[config.mk]
export PLATFORM = sky130hd
export DESIGN_NAME = diag_status_router
export DESIGN_NICKNAME = d
export VERILOG_FILES = /design/src/rtl/diag_pkg.sv /design/src/rtl/diag_sync_bank.sv /design/src/rtl/diag_cfg_regs.sv /design/src/rtl/diag_latch_bank.sv /design/src/rtl/diag_pin_router.sv /design/src/rtl/diag_status_router.sv
export SDC_FILE = /design/constraint.sdc
export NUM_CORES = 1
export LEC_CHECK = 0
export BUFFER_PORTS_ARGS = -buffer_cell sky130_fd_sc_hd__buf_2
export CAP_MARGIN = 10
export CORE_AREA = 2 2 65 67
export DETAILED_ROUTE_END_ITERATION = 10
export DIE_AREA = 0 0 67 69
export GPL_TIMING_DRIVEN = 0
export PLACE_DENSITY = 0.75
export SLEW_MARGIN = 10
export SYNTH_ARGS = -nofsm -noshare
export SYNTH_HDL_FRONTEND = slang
export SYNTH_SLANG_ARGS = --single-unit
[constraint.sdc]
create_clock -name clk -period 1.55 [get_ports clk]
set_clock_uncertainty 0.15 [all_clocks]
set_input_delay 0.31 -clock clk [delete_from_list [all_inputs] [get_ports clk]]
set_output_delay 0.31 -clock clk [all_outputs]
set_load 0.05 [all_outputs]
[src/rtl/diag_pkg.sv]
// Shared constants for the diagnostic latch and pin router.
// Assumes a fixed four-channel byte layout; the field positions below are
// decoded by the controller and must not move.
package diag_pkg;
    localparam int CH_COUNT   = 4;
    localparam int BYTE_W     = 8;
    localparam int IDX_W      = 3;
    localparam int GLOBAL_IDX = CH_COUNT;
    localparam int GLOB_W     = 3;

    // Bit positions in configuration byte 0
    localparam int C0_START   = 0;
    localparam int C0_RT_CH0  = 5;
    localparam int C0_RT_CH1  = 3;
    localparam int C0_RT_CH2  = 6;
    localparam int C0_RT_CH3  = 4;
    // Bit positions in configuration byte 1
    localparam int C1_LOAD_OFF = 4;
    localparam int C1_TEMP_OFF = 5;
    localparam int C1_CLIP_OFF = 6;
    localparam int C1_STBY_EN  = 7;
    // Indices into the stored enable vector
    localparam int EN_LOAD_OFF = 0;
    localparam int EN_TEMP_OFF = 1;
    localparam int EN_CLIP_OFF = 2;
    localparam int EN_STBY_EN  = 3;
    // Global byte fields
    localparam int G_POR_BIT  = 7;

    // Extract per-channel clip routing from configuration byte 0
    function automatic logic [CH_COUNT-1:0] route_of(input logic [BYTE_W-1:0] b);
        return {b[C0_RT_CH3], b[C0_RT_CH2], b[C0_RT_CH1], b[C0_RT_CH0]};
    endfunction

    // Extract pin enables from configuration byte 1
    function automatic logic [3:0] enables_of(input logic [BYTE_W-1:0] b);
        return {b[C1_STBY_EN], b[C1_CLIP_OFF], b[C1_TEMP_OFF], b[C1_LOAD_OFF]};
    endfunction
endpackage

[src/rtl/diag_sync_bank.sv]
// Multi-stage synchronizer bank for independent single-bit async inputs.
// Assumes every bit is a level that may be sampled independently; no bus
// coherency is implied between bits.
module diag_sync_bank #(
    parameter int WIDTH  = 16,
    parameter int STAGES = 2
) (
    input  logic             clk,
    input  logic             rst_n,
    input  logic [WIDTH-1:0] async_i,
    output logic [WIDTH-1:0] sync_o
);
    logic [WIDTH-1:0] stage_q [STAGES];

    // Shift each input through the chain of stages
    always_ff @(posedge clk) begin
        if (!rst_n) begin
            for (int s = 0; s < STAGES; s++) stage_q[s] <= '0;
        end else begin
            stage_q[0] <= async_i;
            for (int s = 1; s < STAGES; s++) stage_q[s] <= stage_q[s-1];
        end
    end

    assign sync_o = stage_q[STAGES-1];
endmodule

[src/rtl/diag_cfg_regs.sv]
// Configuration storage and power-on-reset flag.
// Assumes power-fail is already synchronized; it forces the stored bits
// to zero and keeps the flag set, with priority over writes.
module diag_cfg_regs
    import diag_pkg::*;
(
    input  logic                 clk,
    input  logic                 rst_n,
    input  logic                 pfail_s,
    input  logic                 cfg_we,
    input  logic                 cfg_idx,
    input  logic [BYTE_W-1:0]    cfg_wdata,
    output logic [CH_COUNT-1:0]  route_q,
    output logic [3:0]           en_q,
    output logic                 por_q
);
    logic start_wr;
    logic unused_cfg_bits;

    assign start_wr        = cfg_we && !cfg_idx && cfg_wdata[C0_START];
    assign unused_cfg_bits = ^{cfg_wdata[2:1]};

    // Hold clip routing and pin enables, cleared by power failure
    always_ff @(posedge clk) begin
        if (!rst_n || pfail_s) begin
            route_q <= '0;
            en_q    <= '0;
        end else if (cfg_we) begin
            if (!cfg_idx) route_q <= route_of(cfg_wdata);
            else          en_q    <= enables_of(cfg_wdata);
        end
    end

    // Power-on-reset flag: set by reset/power-fail, cleared by start write
    always_ff @(posedge clk) begin
        if (!rst_n || pfail_s) por_q <= 1'b1;
        else if (start_wr)     por_q <= 1'b0;
    end
endmodule

[src/rtl/diag_latch_bank.sv]
// Sticky status latches, offset latches and the status read multiplexer.
// Assumes synchronized conditions; a read clears the byte it selects while
// an active condition re-sets its bit in the same edge.
module diag_latch_bank
    import diag_pkg::*;
(
    input  logic                 clk,
    input  logic                 rst_n,
    input  logic [CH_COUNT-1:0]  short_s,
    input  logic [CH_COUNT-1:0]  clip_s,
    input  logic [CH_COUNT-1:0]  inwin_s,
    input  logic [GLOB_W-1:0]    glob_s,
    input  logic                 por_q,
    input  logic                 rd_strobe,
    input  logic [IDX_W-1:0]     rd_idx,
    output logic [BYTE_W-1:0]    rd_data,
    output logic [CH_COUNT-1:0]  short_q,
    output logic [CH_COUNT-1:0]  clip_q,
    output logic [CH_COUNT-1:0]  off_q,
    output logic [GLOB_W-1:0]    glob_q
);
    logic glob_clr;

    assign glob_clr = rd_strobe && (rd_idx == IDX_W'(GLOBAL_IDX));

    for (genvar k = 0; k < CH_COUNT; k++) begin : g_ch
        logic ch_clr;
        assign ch_clr = rd_strobe && (rd_idx == IDX_W'(k));

        // Sticky fault and clip latches of one channel
        always_ff @(posedge clk) begin
            if (!rst_n) begin
                short_q[k] <= 1'b0;
                clip_q[k]  <= 1'b0;
            end else begin
                short_q[k] <= (short_q[k] & ~ch_clr) | short_s[k];
                clip_q[k]  <= (clip_q[k]  & ~ch_clr) | clip_s[k];
            end
        end

        // Offset latch: armed by a read, cleared by a window crossing
        always_ff @(posedge clk) begin
            if (!rst_n)          off_q[k] <= 1'b0;
            else if (inwin_s[k]) off_q[k] <= 1'b0;
            else if (ch_clr)     off_q[k] <= 1'b1;
        end
    end

    // Sticky global latches
    always_ff @(posedge clk) begin
        if (!rst_n) glob_q <= '0;
        else        glob_q <= (glob_q & ~{GLOB_W{glob_clr}}) | glob_s;
    end

    // Select the status byte addressed by the read
    always_comb begin
        rd_data = '0;
        if (rd_idx < IDX_W'(CH_COUNT)) begin
            rd_data[0] = short_q[rd_idx[1:0]];
            rd_data[1] = clip_q[rd_idx[1:0]];
            rd_data[2] = off_q[rd_idx[1:0]];
        end else if (rd_idx == IDX_W'(GLOBAL_IDX)) begin
            rd_data[GLOB_W-1:0] = glob_q;
            rd_data[G_POR_BIT]  = por_q;
        end
    end
endmodule

[src/rtl/diag_pin_router.sv]
// Live OR network for the two active-low diagnostic pins.
// Assumes synchronized live conditions; status latches are not used here,
// so pins release as soon as conditions drop.
module diag_pin_router
    import diag_pkg::*;
(
    input  logic                 por_q,
    input  logic                 temp_s,
    input  logic                 low_s,
    input  logic                 high_s,
    input  logic [CH_COUNT-1:0]  short_s,
    input  logic [CH_COUNT-1:0]  clip_s,
    input  logic [CH_COUNT-1:0]  route_q,
    input  logic [3:0]           en_q,
    output logic                 diag_pull_o,
    output logic                 stby_pull_o
);
    logic fixed_src;
    logic temp_src;
    logic load_src;
    logic clip_main_src;
    logic clip_stby_src;

    // Combine fixed and selectable sources per pin
    always_comb begin
        fixed_src     = por_q | low_s | high_s;
        temp_src      = temp_s & ~en_q[EN_TEMP_OFF];
        load_src      = (|short_s) & ~en_q[EN_LOAD_OFF];
        clip_main_src = (|(clip_s & ~route_q)) & ~en_q[EN_CLIP_OFF];
        clip_stby_src = (|(clip_s & route_q)) & en_q[EN_STBY_EN];
        diag_pull_o   = fixed_src | temp_src | load_src | clip_main_src;
        stby_pull_o   = clip_stby_src;
    end
endmodule

[src/rtl/diag_status_router.sv]
// Top of the diagnostic latch and pin router.
// Synchronizes all comparator inputs, stores configuration and the
// power-on-reset flag, keeps sticky status latches and drives two pins.
module diag_status_router
    import diag_pkg::*;
#(
    parameter int SYNC_STAGES = 2
) (
    input  logic                 clk,
    input  logic                 rst_n,
    input  logic                 power_fail_a,
    input  logic                 batt_low_a,
    input  logic                 batt_high_a,
    input  logic                 temp_warn_a,
    input  logic [CH_COUNT-1:0]  ch_short_a,
    input  logic [CH_COUNT-1:0]  ch_clip_a,
    input  logic [CH_COUNT-1:0]  ch_inwin_a,
    input  logic                 cfg_we,
    input  logic                 cfg_idx,
    input  logic [BYTE_W-1:0]    cfg_wdata,
    input  logic                 rd_strobe,
    input  logic [IDX_W-1:0]     rd_idx,
    output logic [BYTE_W-1:0]    rd_data,
    output logic                 diag_pull_o,
    output logic                 stby_pull_o
);
    localparam int RAW_W    = 3*CH_COUNT + 4;
    localparam int OFS_CLIP = CH_COUNT;
    localparam int OFS_WIN  = 2*CH_COUNT;
    localparam int OFS_GLOB = 3*CH_COUNT;

    logic [RAW_W-1:0]    raw_a;
    logic [RAW_W-1:0]    sync_q;
    logic [CH_COUNT-1:0] short_s, clip_s, inwin_s;
    logic [GLOB_W-1:0]   glob_s;
    logic                pfail_s;
    logic [CH_COUNT-1:0] route_q;
    logic [3:0]          en_q;
    logic                por_q;
    logic [CH_COUNT-1:0] short_q, clip_q, off_q;
    logic [GLOB_W-1:0]   glob_q;

    assign raw_a = {power_fail_a, batt_high_a, batt_low_a, temp_warn_a,
                    ch_inwin_a, ch_clip_a, ch_short_a};

    diag_sync_bank #(.WIDTH(RAW_W), .STAGES(SYNC_STAGES)) u_sync (
        .clk     (clk),
        .rst_n   (rst_n),
        .async_i (raw_a),
        .sync_o  (sync_q)
    );

    assign short_s = sync_q[CH_COUNT-1:0];
    assign clip_s  = sync_q[OFS_CLIP +: CH_COUNT];
    assign inwin_s = sync_q[OFS_WIN  +: CH_COUNT];
    assign glob_s  = sync_q[OFS_GLOB +: GLOB_W];
    assign pfail_s = sync_q[RAW_W-1];

    diag_cfg_regs u_cfg (
        .clk       (clk),
        .rst_n     (rst_n),
        .pfail_s   (pfail_s),
        .cfg_we    (cfg_we),
        .cfg_idx   (cfg_idx),
        .cfg_wdata (cfg_wdata),
        .route_q   (route_q),
        .en_q      (en_q),
        .por_q     (por_q)
    );

    diag_latch_bank u_latch (
        .clk       (clk),
        .rst_n     (rst_n),
        .short_s   (short_s),
        .clip_s    (clip_s),
        .inwin_s   (inwin_s),
        .glob_s    (glob_s),
        .por_q     (por_q),
        .rd_strobe (rd_strobe),
        .rd_idx    (rd_idx),
        .rd_data   (rd_data),
        .short_q   (short_q),
        .clip_q    (clip_q),
        .off_q     (off_q),
        .glob_q    (glob_q)
    );

    diag_pin_router u_pins (
        .por_q       (por_q),
        .temp_s      (glob_s[0]),
        .low_s       (glob_s[1]),
        .high_s      (glob_s[2]),
        .short_s     (short_s),
        .clip_s      (clip_s),
        .route_q     (route_q),
        .en_q        (en_q),
        .diag_pull_o (diag_pull_o),
        .stby_pull_o (stby_pull_o)
    );
endmodule

### Word level (Yosys, flattened, before mapping)

Memories as Yosys holds them, arrays and structs flattened.
Cells that the tools add are included.

* bits in registers: 24
* bits in writable memories: 32
* input port bits: 32
* output and inout bits: 10
* word-level logic and storage cells: 99
* memories: 1

Memory list
* u_sync.stage_q: depth 2, bits a word 16, rd ports 2, clocked after memory_dff 0, write ports 2, line diag_sync_bank.sv:13 `logic [WIDTH-1:0] stage_q [STAGES];`

* $lt $le $gt $ge: 2
* equal/unequal tests: 4
* muxes and demuxes: 14
* bitwise operators: 42
* reduce and logical (&&, ||, !) cells: 20

Operator list (count)
* two-way mux 16 bit: 2
* OR 1 bit: 15
* AND 1 bit: 12
* OR reduction 4 bit: 3
* NOT 1 bit: 9
* AND 4 bit: 2
* OR reduction 2 bit: 4
* logical AND 1 bit: 7
* two-way mux 1 bit: 7
* binary-select mux 1 bit (select 2 bit): 3
* == test 3 x 2 -> 1 bit (second input constant): 2
* two-way mux 3 bit: 2
* NOT 4 bit: 1
* AND reduction 2 bit: 2
* AND 3 bit: 1
* == test 3 x 1 -> 1 bit (second input constant): 1
* == test 3 bit (second input constant): 1
* logical NOT 3 bit: 1
* < comparator 2 x 3 -> 1 bit (second input constant): 1
* < comparator 3 bit (second input constant): 1
* NOT 3 bit: 1
* OR 3 bit: 1
* logical NOT 1 bit: 2
* logical OR 1 bit: 1

### Logic depth before layout (Yosys ltp)

An unclocked memory read counts as a cell.

* depth in word-level cells: 6
* mapped depth: 4
* gate-level depth less buffers: 3

### Hierarchy

A second synthesis with hierarchy kept.

* cell total of the unflattened synthesis: 204
* area total of the unflattened synthesis: 2152.1 µm²

Modules (own cells, without submodules)
* diag_sync_bank: instances 1, cells an instance 83, area each 1016.0 µm², sequential area each 640.6 µm²
* diag_latch_bank: instances 1, cells an instance 73, area each 719.4 µm², sequential area each 300.3 µm²
* diag_cfg_regs: instances 1, cells an instance 36, area each 329.1 µm², sequential area each 180.2 µm²
* diag_pin_router: instances 1, cells an instance 12, area each 87.6 µm², sequential area each 0.0 µm²

### Least setup slack after synthesis

No wires, ideal clock.

* kind: reg2out
* from: register u_cfg.route_q[0]
* to: output port stby_pull_o
* arrival time: 1.547 ns
* data required time: 1.090 ns
* path slack: -0.457 ns
* stages on the path, launching flop included: 3
* path buffers: 0
* cell sequence: dfxtp_1 > a22oi_1 > a21boi_0

* longest elaborated chain between the ends: 3

RTL lines
* from (decl): line diag_cfg_regs.sv:13 `output logic [CH_COUNT-1:0] route_q,`
* from (signal assigned): line diag_cfg_regs.sv:29 `if (!cfg_idx) route_q <= route_of(cfg_wdata);`
* AND 4 bit: line diag_pin_router.sv:30 `clip_stby_src = (|(clip_s & route_q)) & en_q[EN_STBY_EN];`
* OR reduction 4 bit: line diag_pin_router.sv:30
* AND 1 bit: line diag_pin_router.sv:30
* to (decl): line diag_status_router.sv:25 `output logic stby_pull_o`

Every way passes these cells.

==> metrics <==
delay-heaviest family, CP compound AO/OA/AOI/OAI gates; final hold violation count 0; largest stage delay on the critical path about 0.38 ns; cell at the slowest stage of the critical path a2111oi_4; 1st-pass router iterations 4; post-synthesis average cell area 10.3 µm²; Syn Std Cell Area between 1500 and 2000 µm²; routed wire length on met3 roughly 170 µm; unrepaired setup endpoints after global routing yes; Site Rows 23; maximum ir drop on the vdd rail roughly 0.00087 V; Top Metal Used met4; initial cell density of the core 0.505; number of CTS-inserted buffers 5; most instantiated flip-flop cell in the synthesis netlist dfxtp_1; fraction of post-synthesis cell area in the top cell type by area 0.567; CP arrival 1.45 ns; worst setup path category register to primary output; violation count after the first detailed-route iteration 55; max-slew violations 0; number of setup violations in the final report 5; end of the worst register-to-register path u_cfg.route_q[3]; Worst Slack Setup Final -0.362 ns; cells traversed along the worst timing path nor2b_4 -> a2111oi_4 -> o221ai_4 -> buf_6; count of H-tree levels built during CTS 2; routed wire length per instance between 10 and 15 µm; sequential element share of the synthesized area 0.567; area of the die 4620 µm²; number of buffers inserted by port buffering 35; most repeated cell in the gate-level netlist after synthesis dfxtp_1; total buffers and inverters traversed by the critical path 1; FFs w/ async S/R, synth 0; endpoint class of the critical path primary output; cell types occupying the most area after synthesis dfxtp_1, and2_1, nor2b_1; synth unique cells 30; total congestion overflow after global routing 0; share of layout cells above drive strength 1 0.297; Antenna Nets Post-Route 0; total of hold buffers inserted after clock tree synthesis 0; clock insertion delay at the later pin of the skew report approximately 0.3 ns; CTS tree done; wire length on met1 1.66 mm; count of yosys warnings during synthesis 0; ports placed on the boundary 42; final design instance area without fill approximately 2500 µm²; wire length of the first global-routing pass 5.93 mm; violated checks negative setup slack; Nets 270; wire length after detailed routing 3.41 mm; Diodes inserted 0; post-place instance area 2310 µm²; depth of the worst hold-timing path 2; Mapped Cells around 190; Worst Hold End u_sync.stage_q[0][8]; number of flops mapped to enable cells by yosys 0; most frequent cells after synthesis dfxtp_1, and2_1, nor2b_1; via count of the first global-routing pass about 1300; clock root buffer clkbuf_8; critical path startpoint category register; clock slew seen by the registers of the worst setup and hold paths roughly 0.090 ns; top fanout value on the critical path 2; floorplan die width ~67 µm; number of antenna violations at the first check in global routing 0; Post-DP HPWL between 2 and 3 mm; synthesis-to-finish area growth 28.3%; # DRC 0; Static Leak 1.02 nW; outcome finished, violations left; total of flip-flops plus latches after synthesis 56; post-layout min period 1.91 ns; number of cells on the worst reg-to-reg path 3; Setup Slack @ Placement -0.333 ns; core area 3910 µm²; Worst Path Required 1.09 ns; clk buf depth 2; achievable frequency approximately 520 MHz; detailed-route vias per instance approximately 4.8; total number of vias 1386; Total GRT Usage 0.169; kind of path behind the tightest hold check input port to register; number of clock sinks seen by CTS 56; Routability Congestion around 0.73; chip height a little under 70 µm; P per Cell Area roughly 1100 nW/µm²; area leader, netlist dfxtp_1; hold path startpoint ch_inwin_a[0]; period utilisation layout 1.23; minimum setup slack among reg-to-reg paths about 0.47 ns; max-capacitance violation count 0; largest net degree at the start of global routing 18; FF-to-FF Start u_sync.stage_q[0][31]; met2 routed WL between 1.5 and 2 mm
-- layout make-up --
class | instances | area (µm²)
Fill cell | 325 | 1380
Buffer | 11 | 57.6
Timing Repair Buffer | 38 | 258
Inverter | 3 | 11.3
Tap cell | 50 | 62.6
Sequential cell | 56 | 1130
Clock inverter | 3 | 42.5
Clock buffer | 5 | 68.8
Multi-Input combinational cell | 123 | 908
-- state kept, by name, indices dropped and copies added, names as in the netlist --
signal,cells
u_cfg.en_q,4
u_latch.short_q,4
u_latch.clip_q,4
u_latch.off_q,4
u_cfg.por_q,1
u_latch.glob_q,3
u_cfg.route_q,4
u_sync.stage_q,32
-- how the worst max path moves through the flow --
| stage | startpoint | endpoint | slack (ns) | cells past startpoint |
|---|---|---|---|---|
| finish | u_sync.stage_q[0][22] | diag_pull_o | -0.36 | 4 |
| global route | u_sync.stage_q[0][22] | diag_pull_o | -0.43 | 4 |
| CTS | u_sync.stage_q[0][22] | diag_pull_o | -0.39 | 4 |
| detailed placement | rd_idx[1] | rd_data[0] | -0.33 | 5 |
| global placement | rd_idx[1] | rd_data[0] | -0.32 | 5 |
| floorplan | rd_idx[1] | rd_data[0] | -0.08 | 3 |
-- stage by stage --
step	utilization	total power, mW	std cells	hold slack (ns)	TNS, ns
6_report	0.648	2.75	289	0.0499	-1.24
3_5_place_dp	0.590	1.83	279	0.231	-1.46
2_1_floorplan	-	1.75	194	0.223	-0.0815
5_1_grt	0.648	2.88	289	0.0403	-1.58
3_3_place_gp	0.590	1.83	279	0.227	-1.44
4_1_cts	0.651	2.78	290	0.0391	-1.38
-- report_power, final --
group | leakage (nW) | switching (mW) | internal [mW]
Sequential | 0.463 | 0.0351 | 1.51
Combinational | 0.506 | 0.144 | 0.141
Clock | 0.0541 | 0.442 | 0.478
Total | 1.02 | 0.622 | 2.12
-- metal layers --
layer  vias to the layer above  track usage
li1                        719            -
met1                       617        0.231
met2                        44        0.234
met3                         6       0.0538
met4                         0       0.0884
met5                         -            0
-- cells by family (layout without fill, tap and decap cells) --
logic type,Yosys count,after routing,synth area share
multiplexers,9,9,0.0469
AND/OR/NAND/NOR,82,82,0.257
flip-flops,56,56,0.567
buffers and inverters,15,60,0.0386
AO/OA/AOI/OAI,28,28,0.0880
other,1,4,0.00190
-- layout by cell type (no fill, tap or decap), types with 3 or more instances in the layout --
cell	n
a21oi_1	16
and2_1	32
buf_2	27
buf_4	8
buf_6	6
clkbuf_1	6
clkbuf_8	5
conb_1	4
dfxtp_1	52
dfxtp_2	4
inv_1	3
mux2i_1	7
nand2_1	7
nand2b_1	3
nand3_1	4
nand4bb_1	3
nor2_1	7
nor2b_1	16
nor3b_1	3
-- repair_timing --
item | 4_1_cts | 5_1_grt
buffers inserted | 3 | 0
gates resized for setup | 28 | 5
pin swaps | 5 | 3
endpoints found under the setup margin | 6 | 6
(Power assumes the default switching activity.)
